## config.mk

```make
export PLATFORM = sky130hd
export DESIGN_NAME = reload_trig_seq
export DESIGN_NICKNAME = d
export VERILOG_FILES = /design/src/rtl/rts_pkg.sv /design/src/rtl/rts_edge_qual.sv /design/src/rtl/rts_timebase.sv /design/src/rtl/rts_trig_bank.sv /design/src/rtl/reload_trig_seq.sv
export SDC_FILE = /design/constraint.sdc
export NUM_CORES = 1
export LEC_CHECK = 0
export ABC_AREA = 0
export BUFFER_PORTS_ARGS = -buffer_cell sky130_fd_sc_hd__buf_4
export CORE_ASPECT_RATIO = 1.5
export CORE_MARGIN = 5
export CORE_UTILIZATION = 45
export CTS_CLUSTER_SIZE = 25
export DETAILED_ROUTE_END_ITERATION = 8
export PLACE_DENSITY = 0.63
export SLEW_MARGIN = 5
export SYNTH_ARGS = -nofsm -noshare
export SYNTH_HDL_FRONTEND = slang
export SYNTH_SLANG_ARGS = --single-unit
export TNS_END_PERCENT = 10
```

## constraint.sdc

```tcl
create_clock -name clk_i -period 4.21 [get_ports clk_i]
set_clock_uncertainty 0.1 [all_clocks]
set_input_delay 0.6315 -clock clk_i [delete_from_list [all_inputs] [get_ports clk_i]]
set_output_delay 0.6315 -clock clk_i [all_outputs]
set_load 0.05 [all_outputs]
```

## src/rtl/rts_pkg.sv

```systemverilog
package rts_pkg;
  localparam int NUM_IN   = 16;
  localparam int NUM_TRIG = 8;
  localparam int CNT_W    = 16;
  localparam int ADDR_W   = 4;
  localparam int DATA_W   = 32;
  localparam int PSC_W    = 2;
  localparam int TIDX_W   = $clog2(NUM_TRIG);

  localparam logic [ADDR_W-1:0] A_ESEL   = 4'd0;
  localparam logic [ADDR_W-1:0] A_CTRL   = 4'd1;
  localparam logic [ADDR_W-1:0] A_RELOAD = 4'd2;
  localparam logic [ADDR_W-1:0] A_STOP   = 4'd3;

  localparam int CTRL_SEQ = 0;
  localparam int CTRL_PSC = 1;
  localparam int CTRL_EN  = 8;

  typedef enum logic [1:0] {
    EDGE_OFF  = 2'b00,
    EDGE_RISE = 2'b01,
    EDGE_FALL = 2'b10,
    EDGE_BOTH = 2'b11
  } edge_sel_e;
endpackage

```

## src/rtl/rts_edge_qual.sv

```systemverilog
module rts_edge_qual #(
  parameter int N = 16
) (
  input  logic           clk_i,
  input  logic           rst_ni,
  input  logic [N-1:0]   evt_i,
  input  logic [2*N-1:0] sel_i,
  output logic           hit_o
);
  logic [N-1:0] evt_q;
  logic [N-1:0] qual;

  always_ff @(posedge clk_i or negedge rst_ni) begin
    if (!rst_ni) evt_q <= '0;
    else         evt_q <= evt_i;
  end

  for (genvar i = 0; i < N; i++) begin : g_line
    logic rise, fall;
    assign rise    = evt_i[i] & ~evt_q[i];
    assign fall    = ~evt_i[i] & evt_q[i];
    assign qual[i] = (sel_i[2*i] & rise) | (sel_i[2*i+1] & fall);
  end

  assign hit_o = |qual;

  assert_hit_needs_edge_R2: assert property (@(posedge clk_i) disable iff (!rst_ni)
    hit_o |-> (evt_i != evt_q));
  assert_off_lines_quiet_R2: assert property (@(posedge clk_i) disable iff (!rst_ni)
    (sel_i == '0) |-> !hit_o);
endmodule

```

## src/rtl/rts_timebase.sv

```systemverilog
module rts_timebase #(
  parameter int CW = 16,
  parameter int PW = 2
) (
  input  logic          clk_i,
  input  logic          rst_ni,
  input  logic          load_i,
  input  logic [CW-1:0] load_val_i,
  input  logic [CW-1:0] stop_val_i,
  input  logic [PW-1:0] psc_code_i,
  output logic [CW-1:0] cnt_o
);
  logic [CW-1:0] cnt_q;
  logic [PW-1:0] psc_q;
  logic          run_q;

  always_ff @(posedge clk_i or negedge rst_ni) begin
    if (!rst_ni) begin
      cnt_q <= '0;
      psc_q <= '0;
      run_q <= 1'b0;
    end else if (load_i) begin
      cnt_q <= load_val_i;
      psc_q <= '0;
      run_q <= 1'b1;
    end else if (run_q) begin
      if (cnt_q == stop_val_i) begin
        run_q <= 1'b0;
      end else if (psc_q == psc_code_i) begin
        psc_q <= '0;
        cnt_q <= cnt_q + 1'b1;
      end else begin
        psc_q <= psc_q + 1'b1;
      end
    end
  end

  assign cnt_o = cnt_q;

  assert_load_value_R4: assert property (@(posedge clk_i) disable iff (!rst_ni)
    load_i |=> (cnt_q == $past(load_val_i)));
  assert_hold_when_halted_R6: assert property (@(posedge clk_i) disable iff (!rst_ni)
    (!load_i && !run_q) |=> (cnt_q == $past(cnt_q)));
  assert_single_step_R5: assert property (@(posedge clk_i) disable iff (!rst_ni)
    (!load_i && run_q) |=> (cnt_q == $past(cnt_q) || cnt_q == $past(cnt_q) + CW'(1)));
endmodule

```

## src/rtl/rts_trig_bank.sv

```systemverilog
module rts_trig_bank #(
  parameter int NT = 8,
  parameter int CW = 16,
  localparam int IW = $clog2(NT)
) (
  input  logic          clk_i,
  input  logic          rst_ni,
  input  logic          load_i,
  input  logic          seq_i,
  input  logic [NT-1:0] en_i,
  input  logic          cmp_we_i,
  input  logic [IW-1:0] cmp_idx_i,
  input  logic [CW-1:0] cmp_data_i,
  input  logic [CW-1:0] cnt_i,
  output logic [NT-1:0] trig_o
);
  logic [CW-1:0] shd_q [NT];
  logic [CW-1:0] act_q [NT];
  logic [NT-1:0] fired_q, trig_q, fire;
  logic [IW-1:0] ptr_q, cur_q;
  logic          live_q;

  // shadow bank: software side
  always_ff @(posedge clk_i or negedge rst_ni) begin
    if (!rst_ni) begin
      for (int k = 0; k < NT; k++) shd_q[k] <= '0;
    end else if (cmp_we_i) begin
      shd_q[cmp_idx_i] <= cmp_data_i;
    end
  end

  // active bank: swapped only on reload
  always_ff @(posedge clk_i or negedge rst_ni) begin
    if (!rst_ni) begin
      for (int k = 0; k < NT; k++) act_q[k] <= '0;
    end else if (load_i) begin
      for (int k = 0; k < NT; k++) act_q[k] <= shd_q[k];
    end
  end

  for (genvar k = 0; k < NT; k++) begin : g_cmp
    assign fire[k] = live_q && en_i[k] && !fired_q[k] && (cnt_i == act_q[k])
                     && (!seq_i || (cur_q == IW'(k)));
  end

  always_ff @(posedge clk_i or negedge rst_ni) begin
    if (!rst_ni) begin
      fired_q <= '0;
      trig_q  <= '0;
      live_q  <= 1'b0;
      ptr_q   <= '0;
      cur_q   <= '0;
    end else if (load_i) begin
      fired_q <= '0;
      trig_q  <= '0;
      live_q  <= 1'b1;
      cur_q   <= ptr_q;
      if (seq_i) ptr_q <= ptr_q + 1'b1;
    end else begin
      fired_q <= fired_q | fire;
      trig_q  <= fire;
    end
  end

  assign trig_o = trig_q;

  assert_quiet_before_reload_R7: assert property (@(posedge clk_i) disable iff (!rst_ni)
    !live_q |-> (trig_q == '0));
  assert_seq_single_R10: assert property (@(posedge clk_i) disable iff (!rst_ni)
    (seq_i && $past(seq_i)) |-> $onehot0(trig_q));
  assert_ptr_rotates_R10: assert property (@(posedge clk_i) disable iff (!rst_ni)
    (load_i && seq_i) |=> (ptr_q == $past(ptr_q) + IW'(1)));
  for (genvar k = 0; k < NT; k++) begin : g_once
    assert_fire_once_R7: assert property (@(posedge clk_i) disable iff (!rst_ni)
      (fired_q[k] && !load_i) |=> !trig_q[k]);
  end
endmodule

```

## src/rtl/reload_trig_seq.sv

```systemverilog
module reload_trig_seq
  import rts_pkg::*;
#(
  parameter int N_IN   = NUM_IN,
  parameter int N_TRIG = NUM_TRIG,
  parameter int CW     = CNT_W
) (
  input  logic              clk_i,
  input  logic              rst_ni,
  input  logic [N_IN-1:0]   evt_i,
  input  logic              cfg_we_i,
  input  logic [ADDR_W-1:0] cfg_addr_i,
  input  logic [DATA_W-1:0] cfg_wdata_i,
  output logic [N_TRIG-1:0] trig_o,
  output logic              reload_o,
  output logic [CW-1:0]     count_o
);
  localparam int IW = $clog2(N_TRIG);

  logic [2*N_IN-1:0] esel_q;
  logic              seq_q;
  logic [PSC_W-1:0]  psc_q;
  logic [N_TRIG-1:0] en_q;
  logic [CW-1:0]     rld_q, stop_q;
  logic              hit, mrs_q, cmp_we;

  always_ff @(posedge clk_i or negedge rst_ni) begin
    if (!rst_ni) begin
      esel_q <= '0;
      seq_q  <= 1'b0;
      psc_q  <= '0;
      en_q   <= '0;
      rld_q  <= '0;
      stop_q <= '0;
    end else if (cfg_we_i) begin
      unique case (cfg_addr_i)
        A_ESEL:   esel_q <= cfg_wdata_i[2*N_IN-1:0];
        A_CTRL: begin
          seq_q <= cfg_wdata_i[CTRL_SEQ];
          psc_q <= cfg_wdata_i[CTRL_PSC +: PSC_W];
          en_q  <= cfg_wdata_i[CTRL_EN +: N_TRIG];
        end
        A_RELOAD: rld_q  <= cfg_wdata_i[CW-1:0];
        A_STOP:   stop_q <= cfg_wdata_i[CW-1:0];
        default: ;
      endcase
    end
  end

  // compare shadows occupy the upper half of the address space
  assign cmp_we = cfg_we_i && cfg_addr_i[ADDR_W-1];

  always_ff @(posedge clk_i or negedge rst_ni) begin
    if (!rst_ni) mrs_q <= 1'b0;
    else         mrs_q <= hit;
  end
  assign reload_o = mrs_q;

  rts_edge_qual #(.N(N_IN)) u_edge (
    .clk_i  (clk_i),
    .rst_ni (rst_ni),
    .evt_i  (evt_i),
    .sel_i  (esel_q),
    .hit_o  (hit)
  );

  rts_timebase #(.CW(CW), .PW(PSC_W)) u_tbase (
    .clk_i      (clk_i),
    .rst_ni     (rst_ni),
    .load_i     (hit),
    .load_val_i (rld_q),
    .stop_val_i (stop_q),
    .psc_code_i (psc_q),
    .cnt_o      (count_o)
  );

  rts_trig_bank #(.NT(N_TRIG), .CW(CW)) u_bank (
    .clk_i      (clk_i),
    .rst_ni     (rst_ni),
    .load_i     (hit),
    .seq_i      (seq_q),
    .en_i       (en_q),
    .cmp_we_i   (cmp_we),
    .cmp_idx_i  (cfg_addr_i[IW-1:0]),
    .cmp_data_i (cfg_wdata_i[CW-1:0]),
    .cnt_i      (count_o),
    .trig_o     (trig_o)
  );

  assert_reload_starts_count_R4: assert property (@(posedge clk_i) disable iff (!rst_ni)
    reload_o |-> (count_o == $past(rld_q)));
  assert_reload_clears_trigs_R3: assert property (@(posedge clk_i) disable iff (!rst_ni)
    reload_o |-> (trig_o == '0));
endmodule

```

==> Word-level counts from Yosys, hierarchy flattened <==
Cells that the tools add are included.
{ "totals": {"reg_bits": 390, "latch_bits": 0, "ram_bits": 0, "mem_bits_ro": 0, "inputBits": 55, "elab_cells": 251, "memories": 0} }
{ "classes": {"n_addsub": 3, "mul": 0, "n_div": 0, "magnitude_cmp": 2, "eq_ne": 21, "n_shift": 0, "n_mux": 16, "bitwise_logic": 114, "n_reduce_logical": 63} }
{ "ops": {"columns": ["op", "count"], "rows": [
  ["$eq A16 B16 Y1", 9],
  ["$bwmux W128", 1],
  ["$mux W16", 5],
  ["$and A1 B1 Y1", 64],
  ["$demux W16 S3", 1],
  ["$logic_and A1 B1 Y1", 34],
  ["$not A1 Y1", 32],
  ["$add A16 B1 Y16 const B", 1],
  ["$mux W8", 2],
  ["$or A1 B1 Y1", 16],
  ["$reduce_or A16 Y1", 1],
  ["$eq A3 B3 Y1 const B", 4],
  ["$reduce_and A2 Y1", 6],
  ["$logic_not A1 Y1", 9],
  ["$eq A4 B2 Y1 const B", 2],
  ["$logic_or A1 B1 Y1", 8],
  ["$mux W2", 4],
  ["$or A8 B8 Y8", 1],
  ["$eq A3 B2 Y1 const B", 2],
  ["$eq A4 B1 Y1 const B", 1],
  ["$ge A4 B4 Y1 const B", 1],
  ["$logic_not A4 Y1", 1],
  ["$lt A4 B1 Y1 const B", 1],
  ["$not A3 Y4", 1],
  ["other kinds (9)", 12]
]} }

==> Longest topological paths before layout <==
{ "depth": {"word_depth": 7, "mapped_depth": 9, "ltp_nobuf": 7} }

==> By module <==
A second synthesis with hierarchy kept.
{ "unflattened": {"cells_unflattened": 1232, "area_unflattened_um2": 17181.5} }
{ "modules_own_cells": {"columns": ["module", "instances", "cells_each", "area_each_um2"], "rows": [
  ["rts_trig_bank", 1, 819, 11996.5],
  ["reload_trig_seq", 1, 164, 2875.3],
  ["rts_timebase", 1, 180, 1606.5],
  ["rts_edge_qual", 1, 69, 703.2]
]} }

==> Worst setup path before layout <==
OpenSTA, ideal clock, no wires.
{ "synth_timing": {"kind": "register -> register", "startpoint": "register u_tbase.cnt_q[9], in the netlist u_tbase.cnt_o[9]", "endpoint": "register u_tbase.cnt_q[1], in the netlist u_tbase.cnt_o[1]", "setup_ps": 125, "t_arrival_ps": 2152, "setup_slack_ps": 1833, "stages_incl_launch_ff": 8, "n_path_buf": 1, "path_cell_list": "dfrtp_1 buf_2 xnor2_1 nand4_1 nor4_4 nor2_2 mux2_1 mux2_2"} }
{ "synth_between": {"elab_chain_cells": 3} }
{ "synth_rtl": {"columns": ["element", "line_no", "rtl"], "rows": [
  ["start: declaration", "rts_timebase.sv:13", "logic [CW-1:0] cnt_q;"],
  ["start signal: assignment", "rts_timebase.sv:23", "cnt_q <= load_val_i;"],
  ["start signal: assignment", "rts_timebase.sv:31", "cnt_q <= cnt_q + 1'b1;"],
  ["$eq A16 B16 Y1", "rts_timebase.sv:27", "if (cnt_q == stop_val_i) begin"],
  ["$ne A2 B2 Y1 (no source line)", null, null],
  ["$reduce_and A3 Y1 (no source line)", null, null]
]} }
No other way between the ends.
A chain may end at the register's enable or synchronous reset.

==> Worst setup path in the final report <==
{ "layout_timing": {"startpoint": "register esel_q[3]", "endpoint": "register u_bank.act_q[91] in the netlist's numbering"} }
{ "layout_between": {"elab_chain_cells": 3} }
{ "layout_rtl": {"columns": ["element", "line_no", "rtl"], "rows": [
  ["start: declaration", "reload_trig_seq.sv:20", "logic [2*N_IN-1:0] esel_q;"],
  ["start signal: assignment", "reload_trig_seq.sv:37", "A_ESEL: esel_q <= cfg_wdata_i[2*N_IN-1:0];"],
  ["$and A1 B1 Y1", "rts_edge_qual.sv:22", "assign qual[i] = (sel_i[2*i] & rise) | (sel_i[2*i+1] & fall);"],
  ["$or A1 B1 Y1", "rts_edge_qual.sv:22", null],
  ["$reduce_or A16 Y1", "rts_edge_qual.sv:25", "assign hit_o = |qual;"],
  ["end: declaration", "rts_trig_bank.sv:18", "logic [CW-1:0] act_q [NT];"]
]} }
No other way between the ends.

==> qor.yml <==
outcome:
  status: "finished, final reports clean"
sta:
  fin_ws_ns: 1.21
  worst_pin_slew_ns: 1.14
  fin_hold_ws_ns: 0.0170
  rsz0062_at_grt: "false"
  finalSetupViolations: 0
  fin_tns_setup_ns: 0
  finalHoldViolCount: 0
  post-route-period-util_pct: 71.2
  maxSlewViolCount: 0
  period_minus_slack_ns: 3.00
  slew_headroom_pct: 23.7
  fmax_mhz: 333
setup_path:
  r2r_setup_slack_ns: 1.21
  r2r-start: "esel_q[3]"
  worstSetupStartpointType: "flop"
  worstPathCellList: "nand3b_1 -> o21ai_0 -> nor2_1 -> nand4_2 -> nor2_8 -> inv_8 -> buf_12 -> mux2_4"
  cp_num_buf_inv: 2
  r2r_end: "u_bank.act_q[91]"
  critPathKind: "flop to flop"
  slowest_delay_ns: 0.47
  crit_path_top_delay_cell: "nand4_2"
  required_ns: 4.53
  cp_top_family: "simple AND/OR/NAND/NOR gates"
  end_kind: "flop"
  cp.arrival_ns: 3.32
  worstPathMaxFanout: 116
  ff2ff_path_depth: 8
yosys:
  synth_edf_count: 0
  synthesis.instances: 1220
  synth_top_cell_area_share_pct: 56.7
  yosys_register_bits: 390
  yosys_warnings: 0
  synth_common_cells: "dfrtp_1 (390), mux2_2 (247), xnor2_1 (118)"
  synth_top_flop_cell: "dfrtp_1"
  synth.avg_cell_area_um2: 14.1
  synth_area_leaders: "dfrtp_1 (57%), mux2_2 (16%), mux2_4 (7.9%)"
  synthArstFlopShare_pct: 100
  syn_nets: 1277
  ys_types: 49
  synth_top_cell_by_area: "dfrtp_1"
  ys_seq_area_share_pct: 56.7
  synth.most_common_cell: "dfrtp_1"
  syn_area_mm2: 0.0172
floorplan:
  fp-row-count: 87
  die-area_mm2: 0.0423
  start_util_pct: 45.7
  die_h_um: 249
  core_area_mm2: 0.0377
  ios: 80
  die_w_um: 170
layout:
  nets: 1352
  syn2layout_area_growth_pct: 13.7
  fin_util_pct: 51.9
  stdcell_count: 1809
  design_area_mm2: 0.0196
  drive_gt1_share_pct: 39.3
  area.sequential_mm2: 0.00976
  fillers: 3259
  multi_input_area_mm2: 0.00700
job:
  cap_violations: 0
clock_network:
  cts_resized: 0
  cts_buffers: 39
  clkTransAtPathRegs_ns: 0.06
  clockBufferDepth: 3
  cts_tree: "yes"
  cts_sinks: 390
  postCtsHoldBufs: 0
  clk-insertion-delay-late_ns: 0.53
  cts_root_buf: "clkbuf_16"
  htree_levels: 2
  postCtsSetupBuffers: 0
placement:
  post_dp_cell_area_mm2: 0.0183
  place_ws_ns: 1.01
  gp_congestion: 0.835
  port_buffers: 79
  dpl.cell_count: 1743
  hpwl_mm: 26.9
hold_path:
  hp-class: "primary input to async pin"
drt:
  wire_per_inst_um: 23.8
  ant_nets: 0
  drcViolationCount: 0
  drtIter0Drc: 665
  totalWireLength_mm: 43.0
  vias: 9864
  vias_per_cell: 5.45
  firstDrtPassIters: 5
grt:
  grt.total_usage_pct: 20.4
  antenna_found_initial: 0
  overflow: 0
  grt_pass1_vias: 10600
  grt_pass1_wl_mm: 65.9
  grt_max_degree: 117
pwr:
  p_total_mw: 12.1
  power.density_mw_per_mm2: 619
  ir_drop_uv: 387
  p_leak_nw: 8.70
[sequential cells by signal, summed over array words and instances (netlist names)]
name,flops
u_bank.ptr_q,3
u_bank.live_q,1
u_bank.shd_q,128
u_tbase.run_q,1
rld_q,16
u_bank.trig_o,8
u_bank.act_q,128
en_q,8
esel_q,32
psc_q,2
u_bank.cur_q,3
seq_q,1
reload_o,1
stop_q,16
u_tbase.psc_q,2
u_tbase.cnt_o,16
u_bank.fired_q,8
u_edge.evt_q,16
[how the worst max path moves through the flow]
stage | slack [ns] | endpoint | depth (start not counted) | start
6_report | 1.21 | u_bank.act_q[91] | 8 | esel_q[3]
5_1_grt | 1.17 | u_bank.act_q[17] | 8 | u_edge.evt_q[0]
4_1_cts | 1.38 | u_bank.act_q[91] | 8 | u_edge.evt_q[0]
3_5_place_dp | 1.01 | u_bank.act_q[27] | 9 | evt_i[11]
3_3_place_gp | 1.03 | u_bank.act_q[28] | 9 | evt_i[11]
2_1_floorplan | 1.83 | u_tbase.cnt_o[1] | 7 | u_tbase.cnt_o[9]
[cell usage in the layout, fill, tap and decap left out, types with 8 or more instances in the layout]
master     Yosys  routed
a21oi_1       11      11
buf_4          2     105
clkbuf_1      33       8
clkbuf_16      0      41
dfrtp_1      390     390
inv_1         10      10
mux2_2       247     247
mux2_4        90      90
nand2_1       32      32
nand3_1       19      19
nand3b_1      15      15
nand4_1       30      30
nor2_1        24      24
nor3_1        13      13
nor4_1        17      17
o21ai_0       29      29
o21ai_1       10      10
xnor2_1      118     118
xor2_1        45      45
[cell families after synthesis]
| logic type | Yosys count | synth area share (%) |
|---|---|---|
| simple gates | 178 | 6.10 |
| buf+inv | 88 | 2.62 |
| fa+ha+maj | 2 | 0.145 |
| xor+xnor | 163 | 8.30 |
| flops | 390 | 56.7 |
| compound gates | 60 | 1.96 |
| mux | 339 | 24.1 |
[report_power, final]
part | internal [mW] | leakage, nW | switching [mW] | total (mW)
sequential | 4.69 | 4.79 | 0.684 | 5.37
clock | 1.96 | 0.607 | 1.42 | 3.37
combinational | 1.74 | 3.31 | 1.62 | 3.36
total | 8.38 | 8.70 | 3.72 | 12.1
[cell type report]
cell class / instances / area share (%)
sequential: 390 / 49.9
tap: 489 / 3.13
timing repair buffer: 111 / 4.62
clock inverter: 9 / 0.371
inverter: 11 / 0.250
multi-input combinational: 742 / 35.8
clock buffer: 56 / 5.89
antenna: 1 / 0.0128
[routing by layer]
metal  share of wire [%]  vias to the layer above  global-route usage (%)
li1                    -                     4403                       -
met1                  42                     5123                    26.6
met2                  49                      252                    34.0
met3                 4.3                       86                    3.32
met4                 4.1                        0                    8.38
met5                   0                        -                       0
Power figures use the tool's default switching activity.
